--- src/rtl/mrr_pkg.sv ---
package mrr_pkg;

  // Outcome of one row evaluation.
  typedef enum logic [1:0] {
    ACT_NONE  = 2'd0,
    ACT_ISSUE = 2'd1,
    ACT_SKIP  = 2'd2
  } act_e;

  // Safe index width for a count of items.
  function automatic int idx_w(input int n);
    return (n > 1) ? $clog2(n) : 1;
  endfunction

endpackage

--- src/rtl/mrr_rate_table.sv ---
module mrr_rate_table #(
  parameter int ROWS  = 8,
  parameter int ROW_W = mrr_pkg::idx_w(ROWS)
) (
  input  logic             clk,
  input  logic             rst,
  input  logic [ROWS-1:0]  prof_map,
  input  logic             retest,
  input  logic             upg_valid,
  input  logic [ROW_W-1:0] upg_row,
  input  logic [ROW_W-1:0] rd_row,
  output logic             rd_normal
);

  logic [ROWS-1:0] tbl_q;
  logic [ROWS-1:0] upg_mask;

  // Decode the upgrade request into a one-hot row mask.
  for (genvar g = 0; g < ROWS; g++) begin : g_mask
    assign upg_mask[g] = upg_valid && (upg_row == ROW_W'(g));
  end

  // Table write: a retest reloads every row, and an upgrade in the same clock still wins for its row.
  always_ff @(posedge clk) begin
    if (rst) begin
      tbl_q <= '1;
    end else if (retest) begin
      tbl_q <= prof_map | upg_mask;
    end else begin
      tbl_q <= tbl_q | upg_mask;
    end
  end

  // Read with bypass, so an upgrade in the evaluation clock counts.
  logic rd_hit;
  always_comb begin
    rd_hit    = upg_valid && (upg_row == rd_row);
    rd_normal = rd_hit;
    if (int'(rd_row) < ROWS) rd_normal = tbl_q[rd_row] | rd_hit;
  end

  // a promoted row reads as normal on the following clock.
  a_r7_upgrade_sticks: assert property (@(posedge clk) disable iff (rst)
    (upg_valid && (int'(upg_row) < ROWS)) |=> tbl_q[$past(upg_row)]);

  // without an upgrade, a retest copies the profiling vector.
  a_r6_retest_loads: assert property (@(posedge clk) disable iff (rst)
    (retest && !upg_valid) |=> (tbl_q == $past(prof_map)));

endmodule

--- src/rtl/mrr_walker.sv ---
module mrr_walker #(
  parameter int ROWS       = 8,
  parameter int SLOT_CYC   = 4,
  parameter int SLOW_RATIO = 4,
  parameter int ROW_W      = mrr_pkg::idx_w(ROWS)
) (
  input  logic             clk,
  input  logic             rst,
  output logic             eval,
  output logic [ROW_W-1:0] row,
  output logic             phase_zero
);

  localparam int SL_W = mrr_pkg::idx_w(SLOT_CYC);
  localparam int PH_W = mrr_pkg::idx_w(SLOW_RATIO);
  localparam logic [SL_W-1:0]  SLOT_LAST  = SL_W'(SLOT_CYC - 1);
  localparam logic [ROW_W-1:0] ROW_LAST   = ROW_W'(ROWS - 1);
  localparam logic [PH_W-1:0]  PHASE_LAST = PH_W'(SLOW_RATIO - 1);

  logic [SL_W-1:0]  slot_q;
  logic [ROW_W-1:0] ptr_q;
  logic [PH_W-1:0]  phase_q;

  assign eval       = (slot_q == SLOT_LAST);
  assign row        = ptr_q;
  assign phase_zero = (phase_q == '0);

  always_ff @(posedge clk) begin
    if (rst) begin
      slot_q  <= '0;
      ptr_q   <= '0;
      phase_q <= '0;
    end else if (eval) begin
      slot_q <= '0;
      if (ptr_q == ROW_LAST) begin
        ptr_q   <= '0;
        phase_q <= (phase_q == PHASE_LAST) ? '0 : phase_q + 1'b1;
      end else begin
        ptr_q <= ptr_q + 1'b1;
      end
    end else begin
      slot_q <= slot_q + 1'b1;
    end
  end

  // evaluations are spaced and never back to back.
  a_r2_no_back_to_back: assert property (@(posedge clk) disable iff (rst)
    eval |=> !eval);

  // the row pointer holds between evaluations.
  a_r2_ptr_holds: assert property (@(posedge clk) disable iff (rst)
    !eval |=> $stable(ptr_q) && $stable(phase_q));

  // the phase moves only when the last row wraps.
  a_r2_phase_on_wrap: assert property (@(posedge clk) disable iff (rst)
    (eval && (ptr_q != ROW_LAST)) |=> $stable(phase_q));

endmodule

--- src/rtl/mrr_decide.sv ---
module mrr_decide #(
  parameter int ROW_W = 3,
  parameter int CNT_W = 16
) (
  input  logic             clk,
  input  logic             rst,
  input  logic             eval,
  input  logic [ROW_W-1:0] row,
  input  logic             row_normal,
  input  logic             phase_zero,
  output logic             ref_req,
  output logic [ROW_W-1:0] ref_row,
  output logic [CNT_W-1:0] cnt_iss,
  output logic [CNT_W-1:0] cnt_skp
);
  import mrr_pkg::*;

  act_e act;

  always_comb begin
    if (!eval)                         act = ACT_NONE;
    else if (row_normal || phase_zero) act = ACT_ISSUE;
    else                               act = ACT_SKIP;
  end

  always_ff @(posedge clk) begin
    if (rst) begin
      ref_req <= 1'b0;
      ref_row <= '0;
      cnt_iss <= '0;
      cnt_skp <= '0;
    end else begin
      ref_req <= (act == ACT_ISSUE);
      if (act == ACT_ISSUE) begin
        ref_row <= row;
        cnt_iss <= cnt_iss + 1'b1;
      end
      if (act == ACT_SKIP) cnt_skp <= cnt_skp + 1'b1;
    end
  end

  // a normal-rate row is always refreshed, with its own address.
  a_r3_normal_refreshed: assert property (@(posedge clk) disable iff (rst)
    (eval && row_normal) |=> (ref_req && (ref_row == $past(row))));

  // a slow row outside phase 0 is skipped and counted.
  a_r4_slow_skipped: assert property (@(posedge clk) disable iff (rst)
    (eval && !row_normal && !phase_zero) |=> (!ref_req && (cnt_skp == $past(cnt_skp) + 1'b1)));

  // each evaluation adds one to the combined total.
  a_r5_one_count: assert property (@(posedge clk) disable iff (rst)
    eval |=> ((CNT_W+1)'(cnt_iss) + (CNT_W+1)'(cnt_skp) ==
              (CNT_W+1)'($past(cnt_iss)) + (CNT_W+1)'($past(cnt_skp)) + 1'b1));

  // the strobe lasts one clock.
  a_r10_single_strobe: assert property (@(posedge clk) disable iff (rst)
    ref_req |=> !ref_req);

endmodule

--- src/rtl/mrr_refresh_sched.sv ---
module mrr_refresh_sched #(
  parameter int ROWS       = 8,
  parameter int SLOT_CYC   = 4,
  parameter int SLOW_RATIO = 4,
  parameter int CNT_W      = 16,
  parameter int ROW_W      = mrr_pkg::idx_w(ROWS)
) (
  input  logic             clk,
  input  logic             rst,
  input  logic [ROWS-1:0]  prof_map,
  input  logic             retest,
  input  logic             upg_valid,
  input  logic [ROW_W-1:0] upg_row,
  output logic             ref_req,
  output logic [ROW_W-1:0] ref_row,
  output logic [CNT_W-1:0] ref_issued,
  output logic [CNT_W-1:0] ref_skipped
);

  logic             eval;
  logic [ROW_W-1:0] cur_row;
  logic             phase_zero;
  logic             row_normal;

  mrr_walker #(
    .ROWS(ROWS), .SLOT_CYC(SLOT_CYC), .SLOW_RATIO(SLOW_RATIO), .ROW_W(ROW_W)
  ) u_walker (
    .clk(clk), .rst(rst), .eval(eval), .row(cur_row), .phase_zero(phase_zero)
  );

  mrr_rate_table #(
    .ROWS(ROWS), .ROW_W(ROW_W)
  ) u_table (
    .clk(clk), .rst(rst), .prof_map(prof_map), .retest(retest),
    .upg_valid(upg_valid), .upg_row(upg_row),
    .rd_row(cur_row), .rd_normal(row_normal)
  );

  mrr_decide #(
    .ROW_W(ROW_W), .CNT_W(CNT_W)
  ) u_decide (
    .clk(clk), .rst(rst), .eval(eval), .row(cur_row),
    .row_normal(row_normal), .phase_zero(phase_zero),
    .ref_req(ref_req), .ref_row(ref_row),
    .cnt_iss(ref_issued), .cnt_skp(ref_skipped)
  );

  // no strobe on the clock after a reset clock.
  a_r1_quiet_after_reset: assert property (@(posedge clk)
    rst |=> (!ref_req && (ref_issued == '0) && (ref_skipped == '0)));

  // an upgrade on the evaluated row forces a refresh of that row.
  a_r8_same_cycle_upgrade: assert property (@(posedge clk) disable iff (rst)
    (eval && upg_valid && (upg_row == cur_row)) |=> (ref_req && (ref_row == $past(cur_row))));

endmodule

--- config.mk ---
export PLATFORM = sky130hd
export DESIGN_NAME = mrr_refresh_sched
export DESIGN_NICKNAME = d
export VERILOG_FILES = /design/src/rtl/mrr_pkg.sv /design/src/rtl/mrr_rate_table.sv /design/src/rtl/mrr_walker.sv /design/src/rtl/mrr_decide.sv /design/src/rtl/mrr_refresh_sched.sv
export SDC_FILE = /design/constraint.sdc
export NUM_CORES = 1
export LEC_CHECK = 0
export BUFFER_PORTS_ARGS = -buffer_cell sky130_fd_sc_hd__buf_2
export CORE_ASPECT_RATIO = 0.6
export CORE_UTILIZATION = 45
export CTS_CLUSTER_SIZE = 30
export DETAILED_ROUTE_END_ITERATION = 10
export PLACE_DENSITY_LB_ADDON = 0.3
export SYNTH_ARGS = -nofsm -noshare
export SYNTH_HDL_FRONTEND = slang
export SYNTH_HIERARCHICAL = 1
export SYNTH_SLANG_ARGS = --single-unit
export TNS_END_PERCENT = 20
--- constraint.sdc ---
create_clock -name clk -period 6 [get_ports clk]
set_input_delay 1.8 -clock clk [delete_from_list [all_inputs] [get_ports clk]]
set_output_delay 1.8 -clock clk [all_outputs]
set_load 0.02 [all_outputs]
== After elaboration in Yosys (flattened, before gate mapping) ==
Cells that the tools add are included.
Word-level totals
  flip-flop bits (word level): 51
  input bits: 15
Operators by class
  add/subtract/negate cells: 5
  $lt $le $gt $ge: 1
  equal/unequal tests: 13
  mux-type cells: 7
  bitwise logic cells: 3
  reduce and logical (&&, ||, !) cells: 14
Operators with widths (number)
  adder 16 x 1 -> 16 bit (second input constant): 2
  OR 8 bit: 2
  == test 3 bit (second input constant): 5
  logical AND 1 bit: 9
  2-to-1 mux 8 bit: 1
  == test 2 bit (second input constant): 3
  == test 3 x 2 -> 1 bit (second input constant): 2
  2-to-1 mux 2 bit: 3
  adder 2 x 1 -> 2 bit (second input constant): 2
  less-than comparator 3 x 4 -> 1 bit (second input constant): 1
  adder 3 x 1 -> 3 bit (second input constant): 1
  binary-select mux 1 bit (select 3 bit): 1
  == test 3 x 1 -> 1 bit (second input constant): 1
  == test 3 bit: 1
  zero test 3 bit: 1
  2-to-1 mux 3 bit: 1
  == test 2 x 1 -> 1 bit (second input constant): 1
  zero test 2 bit: 1
  AND reduction 2 bit: 1
  OR reduction 2 bit: 1
  logical OR 1 bit: 1
  2-to-1 mux 1 bit: 1
  OR 1 bit: 1

== Logic depth before layout (Yosys ltp) ==
Gate-level depths: netlist of run 1.
  depth after elaboration: 7
  gate-level depth with buffers: 9
  mapped depth without buffers: 7

== Modules after synthesis ==
The synthesis of run 1 kept the hierarchy.
Modules (own cells, without submodules)
  mrr_decide: times used 1, cells an instance 177, area an instance 1590.3 µm², seq. area each 720.7 µm²
  mrr_rate_table: times used 1, cells an instance 50, area an instance 460.4 µm², seq. area each 160.2 µm²
  mrr_walker: times used 1, cells an instance 30, area an instance 331.6 µm², seq. area each 140.1 µm²

== Worst setup path before layout of run 1 ==
OpenSTA, ideal clock, no wires.
  kind: in2reg
  from: in upg_row[0]
  to: reg u_decide.cnt_skp[15]
  data arrival time: 3.365 ns
  setup slack: 2.511 ns
  cell stages on the path: 8
  path through: xnor2_1 -> nand4_1 -> nand2_1 -> or3b_1 -> buf_2 -> or2_1 -> nor4_2 -> mux2_1
On the way
  longest elaborated chain between the ends: 7
RTL lines
  start: declaration: RTL line mrr_refresh_sched.sv:13  | input logic [ROW_W-1:0] upg_row,
  == test 3 bit: RTL line mrr_rate_table.sv:37  | rd_hit = upg_valid && (upg_row == rd_row);
  logical AND 1 bit: RTL line mrr_rate_table.sv:37
  OR 1 bit: RTL line mrr_rate_table.sv:39  | if (int'(rd_row) < ROWS) rd_normal = tbl_q[rd_row] | rd_hit;
  named net row_normal: RTL line mrr_refresh_sched.sv:23  | logic row_normal;
  logical OR 1 bit: RTL line mrr_decide.sv:22  | else if (row_normal || phase_zero) act = ACT_ISSUE;
  2-to-1 mux 2 bit: RTL line mrr_decide.sv:22
  2-to-1 mux 2 bit: RTL line mrr_decide.sv:21  | if (!eval) act = ACT_NONE;
  == test 2 bit: RTL line mrr_decide.sv:38  | if (act == ACT_SKIP) cnt_skp <= cnt_skp + 1'b1;
  end signal: assignment: RTL line mrr_decide.sv:38
  end: declaration: RTL line mrr_decide.sv:14  | output logic [CNT_W-1:0] cnt_skp
The timed path passes the listed nets, and every way through them passes these cells.
A chain may end at the register's enable or synchronous reset.

== Worst setup path in the final report of run 1 ==
Ends and elaborated chain as after synthesis.

==> results of run 1 <==
per-stage QoR:
| step | hold slack, ps | utilization (%) | power (mW) |
|---|---|---|---|
| after floorplan | 400 | - | 0.386 |
| after global placement | 419 | 52.3 | 0.397 |
| after detailed placement | 427 | 52.3 | 0.398 |
| after CTS | 440 | 53.8 | 0.581 |
| after global routing | 452 | 53.8 | 0.604 |
| final | 440 | 53.8 | 0.572 |
cells in the final DEF, fill, tap and decap left out, types with 6 or more instances in the layout:
master and n:
sky130_fd_sc_hd__nand2_1 11, sky130_fd_sc_hd__o21ai_0 6, sky130_fd_sc_hd__ha_1 7, sky130_fd_sc_hd__nor2_1 35, sky130_fd_sc_hd__inv_1 7, sky130_fd_sc_hd__buf_2 50
sky130_fd_sc_hd__dfxtp_1 51, sky130_fd_sc_hd__xor2_1 9, sky130_fd_sc_hd__mux2i_1 11, sky130_fd_sc_hd__a211oi_1 8, sky130_fd_sc_hd__xnor2_1 17, sky130_fd_sc_hd__nor2b_1 10
sky130_fd_sc_hd__nand4_1 14, sky130_fd_sc_hd__a21oi_1 7
area by class of cell:
class	instances	area [um2]
repair buffers	50	250
well taps	66	82.6
inverters	7	26.3
clock inverters	1	7.51
fillers	484	2350
multi-input cells	188	1270
clock buffers	5	68.8
flip-flops and latches	51	1020
registers in the layout, indices dropped and copies added, names as in the netlist:
register,flops
u_decide/cnt_iss,16
u_decide/cnt_skp,16
u_decide/ref_req,1
u_decide/ref_row,3
u_table/tbl_q,8
u_walker/phase_q,2
u_walker/row,3
u_walker/slot_q,2
kinds of logic after synthesis:
| family | after synthesis | synth area share [%] |
|---|---|---|
| DFF | 51 | 42.9 |
| adders and majority gates | 7 | 3.68 |
| muxes | 14 | 6.51 |
| and+or+nand+nor | 107 | 24.3 |
| buffers and inverters | 18 | 3.62 |
| AOI/OAI and AO/OA | 34 | 9.51 |
| xor gates and xnor gates | 26 | 9.56 |
worst max path at each step:
| stage | to | slack, ps | cells past startpoint |
|---|---|---|---|
| 2_1_floorplan | u_decide/cnt_skp[15]$_SDFFE_PP0N_ | 2510 | 8 |
| 3_5_place_dp | u_decide/cnt_skp[15]$_SDFFE_PP0N_ | 2200 | 8 |
| 3_3_place_gp | u_decide/cnt_skp[15]$_SDFFE_PP0N_ | 2240 | 8 |
| 5_1_grt | u_decide/cnt_skp[15]$_SDFFE_PP0N_ | 2370 | 8 |
| 4_1_cts | u_decide/cnt_skp[15]$_SDFFE_PP0N_ | 2490 | 8 |
| 6_report | u_decide/cnt_skp[15]$_SDFFE_PP0N_ | 2470 | 8 |
critical path: cells and delay by family:
kind                   cells  cell delay (ps)
buffers and inverters      1              130
AND/OR/NAND/NOR            5             1310
multiplexers               1              350
XOR/XNOR                   1              120
metal layers:
| metal | vias to the layer above | share of wire, % |
|---|---|---|
| met2 | 54 | 40 |
| met5 | - | 0 |
| met1 | 914 | 53 |
| li1 | 1004 | - |
| met4 | 0 | 0.76 |
| met3 | 4 | 6.0 |
power groups by stage:
stage	Sequential (mW)	Combinational [mW]	Clock, mW
after detailed placement	0.358	0.0395	0
final	0.351	0.0397	0.182
after global routing	0.352	0.0444	0.208
after CTS	0.350	0.0397	0.190
after global placement	0.358	0.0389	0
after floorplan	0.357	0.0284	0
==> impl_metrics.csv, run 1 <==
group,metric,value,unit
power_and_ir_drop,clock_power_share,31.8,%
synthesis,synthesis.nets,279,
cts,htreeDepth,2,
power_and_ir_drop,seq_power_share,61.3,%
synthesis,synth_sequential_area_ratio,42.9,%
worst_setup_path,cp-start-kind,"input pin",
synthesis,synth_cells,257,
synthesis,synth_warnings,6,
power_and_ir_drop,switching_power,0.132,mW
cts,sink_count,51,
worst_setup_path,origin_of_the_critical_flop_to_flop_path,"u_walker/row[0]$_SDFFE_PP0P_",
worst_setup_path,cp_max_fo,7,
worst_setup_path,worstPathRequired,6180,ps
floorplan,floorplan.die_area,0.00560,mm2
final_layout,fin_nets,325,
worst_setup_path,critPathLaunch,"upg_row[0]",
global_route,overflow,0,
floorplan,ioPinCount,51,
synthesis,synthesis.area_per_instance,9.27,um2
global_route,groute.layer.met3.usage,4.91,%
sta,post-route-period-util,58.8,%
detailed_routing,drc_errors,0,
synthesis,synth_ff_type,"sky130_fd_sc_hd__dfxtp_1",
final_layout,layout.cells.non_filler,368,
synthesis,netlist.area_leader.share,42.9,%
place,port_buffer_count,50,
synthesis,yosys.cell_count.top_type,"sky130_fd_sc_hd__dfxtp_1",
final_layout,area_delta_synth_final,14.7,%
global_route,via_count_of_the_first_global_routing_pass,1699,
cts,ctsLongestPathBuffers,2,
cts,postCtsResizedCells,0,
detailed_routing,drt_first_iter_violations,136,
power_and_ir_drop,power.share.combinational,6.9,%
power_and_ir_drop,power.switching_fraction,23.1,%
sta,finalHoldViolCount,0,
detailed_routing,dr_total_vias,1976,
cts,tritoncts,"built",
worst_setup_path,crit_slowest_cell,"sky130_fd_sc_hd__or3b_1",
global_route,met1_usage,28.4,%
worst_hold_path,min_delay_path_depth,1,
sta,timing_worst_slew_pin_value,950,ps
cts,clk_transition_reported_paths,90,ps
worst_setup_path,worstRegToRegCells,7,
global_route,grt_pass1_wl,8.22,mm
worst_setup_path,timing.critical_path.to_type,"register",
place,place_hpwl,3.42,mm
cts,cts_hold_repair.buffers,0,
detailed_routing,vias_per_cell,5.37,
cts,cts_setup_buffers,0,
synthesis,mappedNetlistArea,0.00238,mm2
final_layout,final_area,0.00273,mm2
detailed_routing,ant_nets,0,
place,placedCellCount,362,
worst_setup_path,worst-setup-path-type,"input pin to register",
floorplan,die_width,95.9,um
floorplan,core_area,0.00508,mm2
run,drv_cap,0,
synthesis,synth-edff-count,0,
synthesis,synth_largest_area_cell,"sky130_fd_sc_hd__dfxtp_1",
sta,grt_setup_unrepaired,"false",
global_route,maximum_number_of_pins_on_one_net_before_global_route_repair,54,
sta,report.final.setup_viol,0,
floorplan,rows,20,
global_route,use_met2,27.3,%
place,gp_routability_congestion,0.812,
worst_setup_path,slowest_delay,510,ps
power_and_ir_drop,cellLeakagePower,1.09,nW
cts,clock_tree.root_cell,"sky130_fd_sc_hd__clkbuf_8",
floorplan,initial_utilization,46.9,%
final_layout,drive_gt1_share,20.5,%
power_and_ir_drop,power.density_cell_area,210,mW/mm2
cts,worst_skew_pair.late_latency,290,ps
worst_setup_path,regToRegEndpoint,"u_decide/cnt_skp[15]$_SDFFE_PP0N_",
detailed_routing,route.final.wire_length,4.89,mm
global_route,grt_util_all_layers,19.1,%
global_route,antenna_found_initial,0,
outcome,status,"completed",
sta,setup_ws,2470,ps
worst_setup_path,critical_path.cell_chain,"buf_2, xnor2_1, nand4_1, nand2_1, or3b_1, or2_1, nor4_2, mux2_1",
detailed_routing,routed_length_per_instance,13.3,um
floorplan,die_height,58.4,um
synthesis,synth_top_cells_by_area,"sky130_fd_sc_hd__dfxtp_1 43%, sky130_fd_sc_hd__xnor2_1 6.3%, sky130_fd_sc_hd__nor2_1 5.5%, sky130_fd_sc_hd__mux2i_1 4.6%, sky130_fd_sc_hd__ha_1 3.7%",
worst_setup_path,worst-endpoint-arrival,3710,ps
cts,tritoncts.num_buffers,5,
final_layout,num_antenna_cells,0,
synthesis,ys_ff_latch,51,
sta,maxSlewViolCount,0,
synthesis,ys_types,42,
place,placed_area,0.00266,mm2
sta,setup_total_negative_slack,0,ps
worst_hold_path,hold_class,"register to register",
sta,fin_worst_skew,10.8,ps
worst_setup_path,r2r_setup_slack,3220,ps
synthesis,async_flop_share,0,%
power_and_ir_drop,power_report.internal_total,0.440,mW
detailed_routing,drt_first_pass_iters,4,
sta,max-slew-margin-rel,36.7,%
place,place_ws,2200,ps
power_and_ir_drop,peakVddDrop,0.120,mV
global_route,grt_busiest_layer,"met1",
synthesis,yosys-top-cells-count,"51 x sky130_fd_sc_hd__dfxtp_1, 35 x sky130_fd_sc_hd__nor2_1, 17 x sky130_fd_sc_hd__xnor2_1",
sta,post-route-min-period,3530,ps
sta,fmax,0.283,GHz
worst_hold_path,min_from,"u_walker/slot_q[0]$_SDFF_PP0_",
worst_hold_path,holdPathEnd,"u_walker/slot_q[0]$_SDFF_PP0_",
Power figures use the tool's default switching activity.
==> run 2, diff against run 1 <==
clock period = 3.48 ns   (was 6 ns; I/O delays follow)
==> run 2 against run 1 <==
Effect of this change: sequential cell count did not move; clock skew fell by 1.4 ps; via count fell by 0.46%; cell count rose by 1.4%; routed wire length fell by 4.9%; critical path type is now register to register; critical endpoint unchanged.
==> impl_metrics.csv, run 2 (synthesized netlist as in run 1, its figures left out) <==
group,metric,value,unit
final_layout,final_area,0.00276,mm2
power_and_ir_drop,power.density_cell_area,362,mW/mm2
sta,grt_setup_unrepaired,"false",
final_layout,layout.area.seq,0.00102,mm2
worst_setup_path,r2r_setup_slack,700,ps
final_layout,filler_cell_count,478,
detailed_routing,routed_length_per_instance,12.5,um
floorplan,floorplan.die_area,0.00560,mm2
sta,setup_total_negative_slack,0,ps
worst_setup_path,cp_max_fo,9,
worst_setup_path,cp-start-kind,"register",
place,gp_routability_congestion,0.823,
run,drv_cap,0,
cts,cts_hold_repair.buffers,0,
final_layout,finish.utilization,54.4,%
final_layout,layout.cells.most_common_list,"51 x sky130_fd_sc_hd__dfxtp_1, 50 x sky130_fd_sc_hd__buf_2, 35 x sky130_fd_sc_hd__nor2_1, 17 x sky130_fd_sc_hd__xnor2_1, 14 x sky130_fd_sc_hd__nand4_1",
power_and_ir_drop,seq_power_share,60.4,%
worst_setup_path,timing.critical_path.to_type,"register",
cts,cts_setup_buffers,0,
cts,tritoncts.num_buffers,5,
sta,report.final.setup_viol,0,
sta,fin_worst_skew,9.41,ps
cts,tritoncts,"built",
final_layout,largest_registers,"u_decide/cnt_iss (16), u_decide/cnt_skp (16), u_table/tbl_q (8)",
floorplan,core_area,0.00508,mm2
power_and_ir_drop,peakVddDrop,0.240,mV
cts,postCtsResizedCells,0,
place,placed_area,0.00268,mm2
worst_hold_path,hold_class,"register to register",
global_route,grt_util_all_layers,18.2,%
sta,setup_ws,703,ps
sta,finalHoldViolCount,0,
cts,worst_skew_pair.late_latency,300,ps
detailed_routing,route.final.wire_length,4.65,mm
place,place_hpwl,3.40,mm
global_route,overflow,0,
place,port_buffer_count,50,
power_and_ir_drop,power.switching_fraction,23.4,%
cts,sink_count,51,
power_and_ir_drop,clock_power_share,32.7,%
sta,fmax,0.360,GHz
worst_setup_path,worst-endpoint-arrival,2970,ps
final_layout,layout_commonest_cell,"sky130_fd_sc_hd__dfxtp_1",
power_and_ir_drop,cellLeakagePower,1.11,nW
final_layout,fin_nets,328,
cts,clk_transition_reported_paths,90,ps
worst_setup_path,slowest_delay,610,ps
cts,clock_tree.root_cell,"sky130_fd_sc_hd__clkbuf_8",
sta,timing_worst_slew_pin_value,579,ps
final_layout,area_delta_synth_final,16.0,%
floorplan,rows,20,
global_route,antenna_found_initial,0,
sta,post-route-min-period,2780,ps
final_layout,drive_gt1_share,21.5,%
global_route,via_count_of_the_first_global_routing_pass,1603,
power_and_ir_drop,switching_power,0.234,mW
final_layout,combined_area_of_the_multi_input_logic_cells,0.00127,mm2
worst_setup_path,worst-setup-path-type,"register to register",
detailed_routing,ant_nets,0,
worst_setup_path,critical_path.cell_chain,"mux2i_1, mux4_2, nand2_1, or3b_1, or2_1, nor4_2, mux2_1",
detailed_routing,drt_first_iter_violations,112,
power_and_ir_drop,power.share.combinational,7.0,%
global_route,maximum_number_of_pins_on_one_net_before_global_route_repair,30,
place,place_ws,393,ps
detailed_routing,drc_errors,0,
detailed_routing,vias_per_cell,5.27,
detailed_routing,drt_first_pass_iters,4,
outcome,status,"completed",
cts,htreeDepth,2,
detailed_routing,dr_total_vias,1967,
power_and_ir_drop,power,1.00,mW
sta,maxSlewViolCount,0,
floorplan,die_width,95.9,um
floorplan,initial_utilization,46.9,%
worst_setup_path,crit_slowest_cell,"sky130_fd_sc_hd__dfxtp_1",
worst_setup_path,worstPathRequired,3670,ps
floorplan,ioPinCount,51,
global_route,grt_pass1_wl,7.85,mm
cts,ctsLongestPathBuffers,2,
sta,post-route-period-util,79.8,%
sta,max-slew-margin-rel,61.0,%
final_layout,num_antenna_cells,0,
power_and_ir_drop,power_report.internal_total,0.767,mW
floorplan,die_height,58.4,um
## run 2: cell types whose count changed in the layout (fill, tap and decap cells not counted)
| cell | before | now |
|---|---|---|
| sky130_fd_sc_hd__clkbuf_1 | 0 | 1 |
| sky130_fd_sc_hd__clkinv_2 | 0 | 1 |
| sky130_fd_sc_hd__buf_4 | 0 | 3 |
## run 2: area by class of cell
class	count	area share, %
multi-input combinational	188	46.2
sequential	51	37.0
timing repair buffer	53	9.87
tap	66	2.99
clock buffer	6	2.63
inverter	7	0.951
clock inverter	2	0.453
## run 2: metrics by stage
stage | hold WS (ps) | instances
global route | 451 | 373
global placement | 419 | 365
detailed placement | 422 | 365
CTS | 435 | 373
floorplan | 400 | 257
finish | 429 | 373
## run 2: critical path, delay by kind of cell (launching register included)
kind | cells | cell delay, ps
mux | 3 | 880
simple gates | 4 | 1180
flops | 1 | 610
## run 2: final timing paths
| check | from | endpoint | depth (start not counted) |
|---|---|---|---|
| max | u_walker/row[0]$_SDFFE_PP0P_ | u_decide/cnt_skp[15]$_SDFFE_PP0N_ | 7 |
| min | u_walker/slot_q[0]$_SDFF_PP0_ | u_walker/slot_q[0]$_SDFF_PP0_ | 1 |
| max reg2reg | u_walker/row[0]$_SDFFE_PP0P_ | u_decide/cnt_skp[15]$_SDFFE_PP0N_ | 7 |
| min reg2reg | u_walker/slot_q[0]$_SDFF_PP0_ | u_walker/slot_q[0]$_SDFF_PP0_ | 1 |
## run 2: power by group through the flow
| stage | registers (mW) | clock network [mW] | logic [mW] |
|---|---|---|---|
| finish | 0.604 | 0.327 | 0.0699 |
| detailed placement | 0.618 | 0 | 0.0699 |
| global route | 0.606 | 0.371 | 0.0802 |
| floorplan | 0.616 | 0 | 0.0489 |
| CTS | 0.604 | 0.342 | 0.0703 |
| global placement | 0.618 | 0 | 0.0689 |
## run 2: metal layers
| metal | part of all wire [%] | GRT usage (%) | vias up |
|---|---|---|---|
| met5 | 0 | 0 | - |
| met4 | 0.88 | 5.12 | 0 |
| met3 | 6.2 | 5.17 | 5 |
| met2 | 40 | 24.6 | 41 |
| met1 | 53 | 28.0 | 909 |
| li1 | - | - | 1012 |
